## src/rtl/pgtlb.sv

```systemverilog
module pgtlb #(
  parameter int ENTRIES = 8,
  parameter int WIRED   = 2,
  parameter int ASIDW   = 8,
  localparam int IDXW   = $clog2(ENTRIES)
) (
  input  logic             clk,
  input  logic             rst_n,
  input  logic             xl_valid,
  input  logic             xl_store,
  input  logic [31:0]      xl_vaddr,
  input  logic [ASIDW-1:0] xl_asid,
  output logic [31:0]      xl_paddr,
  output logic [1:0]       xl_exc,
  input  logic             mg_we,
  input  logic [2:0]       mg_sel,
  input  logic [31:0]      mg_wdata,
  input  logic             cmd_probe,
  input  logic             cmd_wi,
  input  logic             cmd_wr,
  input  logic             cmd_rd,
  output logic [31:0]      hi_q,
  output logic [31:0]      lo0_q,
  output logic [31:0]      lo1_q,
  output logic [31:0]      mask_q,
  output logic [31:0]      index_q,
  output logic [IDXW-1:0]  random_q
);
  localparam int PFNW = 22;
  localparam logic [IDXW-1:0] TOP = IDXW'(ENTRIES - 1);
  localparam logic [IDXW-1:0] LOW = IDXW'(WIRED);

  logic [20:0]      hi_vpn;
  logic [ASIDW-1:0] hi_asid;
  logic [PFNW-1:0]  l0_pfn, l1_pfn;
  logic             l0_d, l0_v, l0_g, l1_d, l1_v, l1_g;
  logic [7:0]       mask_r;
  logic             idx_fail;
  logic [IDXW-1:0]  idx_r, rnd;

  logic [20:0]      e_vpn  [ENTRIES];
  logic [ASIDW-1:0] e_asid [ENTRIES];
  logic [7:0]       e_mask [ENTRIES];
  logic             e_g    [ENTRIES];
  logic [PFNW+1:0]  e_lo0  [ENTRIES];
  logic [PFNW+1:0]  e_lo1  [ENTRIES];

  function automatic logic [7:0] eff_mask(input logic [7:0] m);
    case (m)
      8'h00, 8'h03, 8'h0F, 8'h3F, 8'hFF: eff_mask = m;
      default:                           eff_mask = 8'h00;
    endcase
  endfunction

  function automatic logic hit(input int i, input logic [20:0] vpn, input logic [ASIDW-1:0] asid);
    hit = (((vpn ^ e_vpn[i]) & ~{13'b0, eff_mask(e_mask[i])}) == 21'b0) &&
          (e_g[i] || (e_asid[i] == asid));
  endfunction

  logic            t_hit, p_hit;
  logic [IDXW-1:0] t_idx, p_idx;

  always_comb begin
    t_hit = 1'b0; t_idx = '0;
    p_hit = 1'b0; p_idx = '0;
    for (int i = ENTRIES - 1; i >= 0; i--) begin
      if (hit(i, xl_vaddr[31:11], xl_asid)) begin t_hit = 1'b1; t_idx = IDXW'(i); end
      if (hit(i, hi_vpn, hi_asid))           begin p_hit = 1'b1; p_idx = IDXW'(i); end
    end
  end

  logic [7:0]      t_mask;
  logic [4:0]      t_sel;
  logic [31:0]     t_off;
  logic [PFNW+1:0] t_lo;

  assign t_mask = eff_mask(e_mask[t_idx]);
  assign t_sel  = 5'd10 + 5'($countones(t_mask));
  assign t_off  = (32'h1 << t_sel) - 32'h1;
  assign t_lo   = xl_vaddr[t_sel] ? e_lo1[t_idx] : e_lo0[t_idx];

  always_comb begin
    if (!t_hit)                 xl_exc = 2'b01;
    else if (!t_lo[0])          xl_exc = 2'b10;
    else if (xl_store && !t_lo[1]) xl_exc = 2'b11;
    else                        xl_exc = 2'b00;
  end

  assign xl_paddr = (xl_exc != 2'b00) ? 32'h0 :
                    (({t_lo[PFNW+1:2], 10'b0} & ~t_off) | (xl_vaddr & t_off));

  logic [IDXW-1:0] w_idx;
  assign w_idx = cmd_wi ? idx_r : rnd;

  always_ff @(posedge clk) begin
    if (!rst_n) begin
      for (int i = 0; i < ENTRIES; i++) begin
        e_vpn[i] <= '0; e_asid[i] <= '0; e_mask[i] <= '0;
        e_g[i]   <= 1'b0; e_lo0[i] <= '0; e_lo1[i] <= '0;
      end
    end else if (cmd_wi || cmd_wr) begin
      e_vpn[w_idx]  <= hi_vpn;
      e_asid[w_idx] <= hi_asid;
      e_mask[w_idx] <= mask_r;
      e_g[w_idx]    <= l0_g & l1_g;
      e_lo0[w_idx]  <= {l0_pfn, l0_d, l0_v};
      e_lo1[w_idx]  <= {l1_pfn, l1_d, l1_v};
    end
  end

  always_ff @(posedge clk) begin
    if (!rst_n) rnd <= TOP;
    else        rnd <= (rnd == LOW) ? TOP : rnd - 1'b1;
  end

  always_ff @(posedge clk) begin
    if (!rst_n) begin
      hi_vpn <= '0; hi_asid <= '0;
    end else if (mg_we && mg_sel == 3'd0) begin
      hi_vpn <= mg_wdata[31:11]; hi_asid <= mg_wdata[ASIDW-1:0];
    end else if (cmd_rd) begin
      hi_vpn <= e_vpn[idx_r]; hi_asid <= e_asid[idx_r];
    end else if (xl_valid && xl_exc != 2'b00) begin
      hi_vpn <= xl_vaddr[31:11]; hi_asid <= xl_asid;
    end
  end

  always_ff @(posedge clk) begin
    if (!rst_n) begin
      {l0_pfn, l0_d, l0_v, l0_g} <= '0;
      {l1_pfn, l1_d, l1_v, l1_g} <= '0;
      mask_r <= '0;
    end else if (mg_we) begin
      if (mg_sel == 3'd1) {l0_pfn, l0_d, l0_v, l0_g} <= {mg_wdata[25:4], mg_wdata[2:0]};
      if (mg_sel == 3'd2) {l1_pfn, l1_d, l1_v, l1_g} <= {mg_wdata[25:4], mg_wdata[2:0]};
      if (mg_sel == 3'd3) mask_r <= mg_wdata[18:11];
    end else if (cmd_rd) begin
      {l0_pfn, l0_d, l0_v} <= e_lo0[idx_r];
      {l1_pfn, l1_d, l1_v} <= e_lo1[idx_r];
      l0_g   <= e_g[idx_r];
      l1_g   <= e_g[idx_r];
      mask_r <= e_mask[idx_r];
    end
  end

  always_ff @(posedge clk) begin
    if (!rst_n) begin
      idx_fail <= 1'b0; idx_r <= '0;
    end else if (mg_we && mg_sel == 3'd4) begin
      idx_fail <= mg_wdata[31]; idx_r <= mg_wdata[IDXW-1:0];
    end else if (cmd_probe) begin
      idx_fail <= !p_hit; idx_r <= p_hit ? p_idx : '0;
    end
  end

  assign hi_q     = {hi_vpn, {(11-ASIDW){1'b0}}, hi_asid};
  assign lo0_q    = {6'b0, l0_pfn, 1'b0, l0_d, l0_v, l0_g};
  assign lo1_q    = {6'b0, l1_pfn, 1'b0, l1_d, l1_v, l1_g};
  assign mask_q   = {13'b0, mask_r, 11'b0};
  assign index_q  = {idx_fail, {(31-IDXW){1'b0}}, idx_r};
  assign random_q = rnd;
endmodule

```

## config.mk

```make
export PLATFORM = sky130hd
export DESIGN_NAME = pgtlb
export DESIGN_NICKNAME = d
export VERILOG_FILES = /design/src/rtl/pgtlb.sv
export SDC_FILE = /design/constraint.sdc
export NUM_CORES = 2
export LEC_CHECK = 0
export BUFFER_PORTS_ARGS = -buffer_cell sky130_fd_sc_hd__buf_2
export CORE_ASPECT_RATIO = 1.4
export CORE_MARGIN = 2
export CORE_UTILIZATION = 45
export CTS_CLUSTER_DIAMETER = 40
export DETAILED_ROUTE_END_ITERATION = 10
export GPL_ROUTABILITY_DRIVEN = 0
export SLEW_MARGIN = 20
export SYNTH_ARGS = -nofsm -noshare
export SYNTH_HDL_FRONTEND = slang
export SYNTH_SLANG_ARGS = --single-unit
```

## constraint.sdc

```tcl
create_clock -name clk -period 19.35 [get_ports clk]
set_input_delay 3.87 -clock clk [delete_from_list [all_inputs] [get_ports clk]]
set_output_delay 3.87 -clock clk [all_outputs]
set_load 0.01 [all_outputs]
```

Word level (Yosys, flattened, before mapping)
Memory sizes are Yosys's and may differ from the RTL's. A register that Yosys moved wholly into a read port is not among the register bits.
Cells that the tools add are included.
{"block": "word_totals", "wordCells": 346, "out_inout_bits": 197, "ff_bits": 94, "ramBits": 688, "memories": 6}
{"block": "op_classes", "order_cmp": 1, "n_eq_ne": 60, "reduce_logical": 88, "n_mux": 120, "add_sub_neg": 10, "shift": 1, "bitwise": 46}
{"name": "e_lo0", "depth": 8, "word_bits": 24, "read_ports": 2, "rd_ports_with_merged_regs": 1, "wr": 8, "line": "45", "source": "logic [PFNW+1:0] e_lo0 [ENTRIES];"}
{"name": "e_lo1", "depth": 8, "word_bits": 24, "read_ports": 2, "rd_ports_with_merged_regs": 1, "wr": 8, "line": "46", "source": "logic [PFNW+1:0] e_lo1 [ENTRIES];"}
{"name": "e_vpn", "depth": 8, "word_bits": 21, "read_ports": 9, "rd_ports_with_merged_regs": 1, "wr": 8, "line": "41", "source": "logic [20:0] e_vpn [ENTRIES];"}
{"name": "e_asid", "depth": 8, "word_bits": 8, "read_ports": 9, "rd_ports_with_merged_regs": 1, "wr": 8, "line": "42", "source": "logic [ASIDW-1:0] e_asid [ENTRIES];"}
{"name": "e_mask", "depth": 8, "word_bits": 8, "read_ports": 10, "rd_ports_with_merged_regs": 1, "wr": 8, "line": "43", "source": "logic [7:0] e_mask [ENTRIES];"}
{"name": "e_g", "depth": 8, "word_bits": 1, "read_ports": 9, "rd_ports_with_merged_regs": 1, "wr": 8, "line": "44", "source": "logic e_g [ENTRIES];"}
{"operator": "$and A21 B21 Y21", "count": 16}
{"operator": "$logic_not A21 Y1", "count": 16}
{"operator": "$xor A21 B21 Y21", "count": 16}
{"operator": "$not A8 Y21", "count": 8}
{"operator": "$mux W8", "count": 17}
{"operator": "$mux W22", "count": 6}
{"operator": "$eq A8 B8 Y1", "count": 16}
{"operator": "$mux W3", "count": 38}
{"operator": "$mux W21", "count": 4}
{"operator": "$eq A8 B2 Y1 const B", "count": 9}
{"operator": "$eq A8 B4 Y1 const B", "count": 9}
{"operator": "$eq A8 B6 Y1 const B", "count": 9}
{"operator": "$eq A8 B8 Y1 const B", "count": 9}
{"operator": "$logic_not A8 Y1", "count": 9}
{"operator": "$mux W24", "count": 3}
{"operator": "$and A32 B32 Y32", "count": 2}
{"operator": "$reduce_or A24 Y1", "count": 2}
{"operator": "$mux W1", "count": 47}
{"operator": "$reduce_or A5 Y1", "count": 9}
{"operator": "$mux W32", "count": 1}
{"operator": "$not A32 Y32", "count": 1}
{"operator": "$or A32 B32 Y32", "count": 1}
{"operator": "$shl A1 B5 Y32 const A", "count": 1}
{"operator": "$sub A32 B1 Y32 const B", "count": 1}
{"operator": "25 further kinds", "count": 76}

Logic depth before layout (Yosys ltp)
An unclocked memory read counts as a cell.
{"block": "depth", "word_depth": 37, "mapped_depth": 42, "mapped_depth_nobuf": 35}

Worst setup path before layout
No wires, ideal clock.
{"block": "synth_timing", "path_type": "input to output", "startpoint": "in xl_vaddr[28]", "endpoint": "out xl_paddr[11]", "path_buffers": 6, "arrival_time_ns": 12.759, "cell_stages": 32, "slack_ns": 2.721, "cell_sequence": "buf_2 -> xor2_1 -> nor4_1 -> nand4_1 -> a2111oi_2 -> o2bb2ai_1 -> a31oi_1 -> nor3_2 -> buf_4 -> mux4_2 -> mux2i_1 -> nand2_1 -> or3_1 -> clkbuf_1 -> a211oi_1 -> fa_1 -> fa_1 -> fa_1 -> ha_1 -> inv_1 -> fa_1 -> clkbuf_1 -> mux4_2 -> mux4_2 -> mux2i_1 -> inv_1 -> o41a_1 -> a211o_1 -> nand2b_1 -> clkbuf_1 -> buf_2 -> a21oi_1"}
{"block": "synth_via", "elab_chain_len": 30, "elab_cells_between_ends": 82}
{"item": "start: declaration", "line": "11", "source": "input logic [31:0] xl_vaddr,"}
{"item": "$xor A21 B21 Y21", "line": "56", "source": "hit = (((vpn ^ e_vpn[i]) & ~{13'b0, eff_mask(e_mask[i])}) == 21'b0) &&"}
{"item": "$and A21 B21 Y21", "line": "56"}
{"item": "$logic_not A21 Y1", "line": "56"}
{"item": "$logic_and A1 B1 Y1", "line": "56"}
{"item": "$mux W3 (8 in series)", "line": "67", "source": "if (hit(i, xl_vaddr[31:11], xl_asid)) begin t_hit = 1'b1; t_idx = IDXW'(i); end"}
{"item": "$mem_v2 Z8 W8"}
{"item": "$eq A8 B2 Y1, or another cell as far along", "line": "49", "source": "case (m)"}
{"item": "$reduce_or A5 Y1", "line": "49"}
{"item": "[7 not listed]"}
{"item": "$mux W24", "line": "80", "source": "assign t_lo = xl_vaddr[t_sel] ? e_lo1[t_idx] : e_lo0[t_idx];"}
{"item": "$logic_not A1 Y1", "line": "85", "source": "else if (xl_store && !t_lo[1]) xl_exc = 2'b11;"}
{"item": "$logic_and A1 B1 Y1", "line": "85"}
{"item": "$mux W2", "line": "85"}
{"item": "$mux W2", "line": "84", "source": "else if (!t_lo[0]) xl_exc = 2'b10;"}
{"item": "$mux W2", "line": "83", "source": "if (!t_hit) xl_exc = 2'b01;"}
{"item": "$reduce_bool A2 Y1", "line": "89", "source": "assign xl_paddr = (xl_exc != 2'b00) ? 32'h0 :"}
{"item": "$mux W32 (*)", "line": "89"}
{"item": "end: declaration", "line": "13", "source": "output logic [31:0] xl_paddr,"}
Every way passes the cells marked *; elsewhere a longest branch is shown, timed or not. The select of a mux whose other input is x is not followed.

Worst setup path in the final report
{"block": "layout_timing", "startpoint": "in xl_vaddr[13]", "endpoint": "out xl_paddr[3]"}
The elaborated chain is that of the path after synthesis.

==> results_dict.tcl <==
set metrics [dict create \
    rows 142 \
    cts_sinks 785 \
    r2r_start "e_mask[6][7]" \
    globalRoute.totalOverflow 0 \
    synth_area_leaders "edfxtp_1 (42%), and2_1 (8.9%), mux4_2 (8.7%), xor2_1 (5.3%), mux2i_1 (5.2%)" \
    fin_crit_ps 18700 \
    syn-cell-area_mm2 0.0484 \
    drt-pass1-iter-count 7 \
    finalClockSkew_ps 32.0 \
    detail_route.vias_per_cell 6.24 \
    die_area_mm2 0.110 \
    worst_setup_path_end_kind "output port" \
    post_cts_buffers 0 \
    rsz0062_at_grt "false" \
    die_h_um 392 \
    startpoint "xl_vaddr[13]" \
    io_buffers 211 \
    peakVddDrop_uv 75.4 \
    synth-seq-cells 785 \
    cp_slowest_cell "fa_1" \
    switching_share_pct 28.5 \
    p_int_w 0.00329 \
    fin_crit_sh_pct 96.6 \
    startpoint_type "input pin" \
    synth_edf_count 680 \
    drv_cap 0 \
    synth_common_cells "and2_1 (689), edfxtp_1 (680), xor2_1 (293), mux2i_1 (253), clkbuf_1 (229)" \
    initial_utilization_pct 45.3 \
    cp_max_fo 24 \
    critPathRequiredTime_ps 15480 \
    root_buffer "clkbuf_16" \
    synth_area_per_cell_um2 11.5 \
    drive_gt1_share_pct 18.3 \
    hold_ws_ps 458 \
    yosysMostFrequentCell "and2_1" \
    holdCritStartpoint "random_q[0]" \
    yosysUniqueCellTypes 78 \
    p_leak_nw 19.6 \
    worstSkewPairLatency_ps 740 \
    seq_power_share_pct 43.9 \
    die_width_um 281 \
    ys_async_sr_fraction_pct 0 \
    slew_viol_final 0 \
    h-tree-depth 3 \
    cts_resized 0 \
    finalPower_w 0.00460 \
    p_comb_share_pct 12.8 \
    power.density_mw_per_mm2 84.8 \
    io_pins 281 \
    cts_buffer_depth 3 \
    antenna_found_initial 20 \
    drtIter0Drc 4590 \
    ant_nets 0 \
    wirelength_um 187000 \
    grt.total_usage_pct 33.7 \
    setup_violations 0 \
    worst_slew_pin_slew_ps 1340 \
    wl_per_cell_um 32.0 \
    cts_made_buffers 107 \
    core_area_mm2 0.107 \
    tns_ps 0 \
    fill_cells 9600 \
    critical_path_class "in2out" \
    hpwl_um 123000 \
    ys_seq_area_share_pct 46.5 \
    min_path_type "reg2reg" \
    ys.flop_type "edfxtp_1" \
    area_growth_pct 12.0 \
    yosysWarnings 0 \
    drc 0 \
    cp_common_cell "fa_1" \
    postCtsHoldBufs 0 \
    yosys.area.top_type "edfxtp_1" \
    maxSlewHeadroom_pct 10.1 \
    arrival_ps 14830 \
    fin_area_mm2 0.0543 \
    postPlaceCellArea_mm2 0.0506 \
    vias 36400 \
    syn-instance-count 4220 \
    p_switching_w 0.00131 \
    grt_pass1_wl_um 263000 \
    timing_hold_violations_final 0 \
    clk_pin_slew_worst_paths_ps 50 \
    power.share.clock_pct 43.3 \
    fmax_ghz 0.0535 \
    status "finished, final reports clean" \
    tritoncts "built" \
    grt_max_degree 131 \
    first_global_vias 35700 \
    critical-path-max-stage-delay_ps 900 \
    num-nets-final 4392 \
    synth.top_cell.area_share_pct 42.2 \
]
final cells by class:
| class | count | area [um2] | area share [%] |
|---|---|---|---|
| multi-input combinational | 3063 | 24300 | 44.8 |
| clock buffer | 125 | 2780 | 5.11 |
| timing repair buffer | 315 | 1910 | 3.53 |
| tap | 1440 | 1800 | 3.32 |
| sequential | 785 | 22500 | 41.5 |
| inverter | 24 | 90.1 | 0.166 |
| clock inverter | 78 | 837 | 1.54 |
| antenna | 8 | 20.0 | 0.0369 |
worst max-delay path: cells and delay by family:
kind,cells,cell delay [ps]
AOI/OAI and AO/OA,7,2360
xor gates and xnor gates,1,240
adders and majority gates,5,2510
buffers and inverters,6,1470
muxes,5,2020
and+or+nand+nor,7,2330
kinds of logic after synthesis:
logic type	Yosys count	share of synthesized area (%)
other	1	0.00774
AO/OA/AOI/OAI	553	7.60
XOR/XNOR	486	8.79
multiplexers	524	15.9
flip-flops	785	46.5
AND/OR/NAND/NOR	1419	16.4
buffers and inverters	440	4.42
adder cells (fa/ha/maj)	12	0.372
power groups by stage:
stage          sequential [W]  clock [W]  combinational [W]
6_report              0.00202    0.00199           0.000587
5_1_grt               0.00203    0.00207           0.000616
4_1_cts               0.00202    0.00201           0.000574
3_5_place_dp          0.00205          0           0.000571
3_3_place_gp          0.00205          0           0.000568
2_1_floorplan         0.00203          0           0.000368
sequential cells by signal, indices dropped and copies added (netlist names), 3 cells and up, named ones only:
register	cells
e_asid	64
e_g	8
e_lo0	192
e_lo1	192
e_mask	64
e_vpn	168
hi_asid	8
hi_vpn	21
idx_r	3
l0_pfn	22
l1_pfn	22
mask_r	8
random_q	3
metal layers:
metal	part of all wire, %	global-route usage (%)	vias to the layer above
met5	0.034	0	-
met4	7.1	20.8	10
met2	46	54.0	2264
li1	-	-	15400
met1	36	41.4	18100
met3	10	7.54	620
placed cells by master (no fill, tap or decap), types with 29 or more instances in the layout:
master	count
xor2_1	293
nor4_1	70
nor2_1	130
xnor2_1	193
mux2i_1	252
buf_4	101
conb_1	69
nand2_1	211
mux2_2	77
nor3_1	37
nand2b_1	33
and3_1	41
a211oi_1	51
buf_2	209
edfxtp_1	680
clkbuf_16	107
nand3_1	86
dfxtp_1	102
mux4_2	187
a21boi_0	62
o21ai_0	78
a21oi_1	133
and2_1	687
or3b_1	29
nand4_1	42
o211ai_1	63
through the flow:
step                std cells  setup WS (ps)  utilization (%)
global route             5832            265             50.7
floorplan                4288           2720                -
CTS                      5828            645             50.7
detailed placement       5625            684             47.3
global placement         5624            774             47.3
finish                   5838            652             50.7
worst paths after layout:
kind	cells past startpoint	to	slack, ps
hold / removal	1	random_q[0]	460
setup reg to reg	29	hi_vpn[5]	8000
setup / recovery	31	xl_paddr[3]	650
hold reg to reg	1	random_q[0]	460
(Power assumes the default switching activity.)
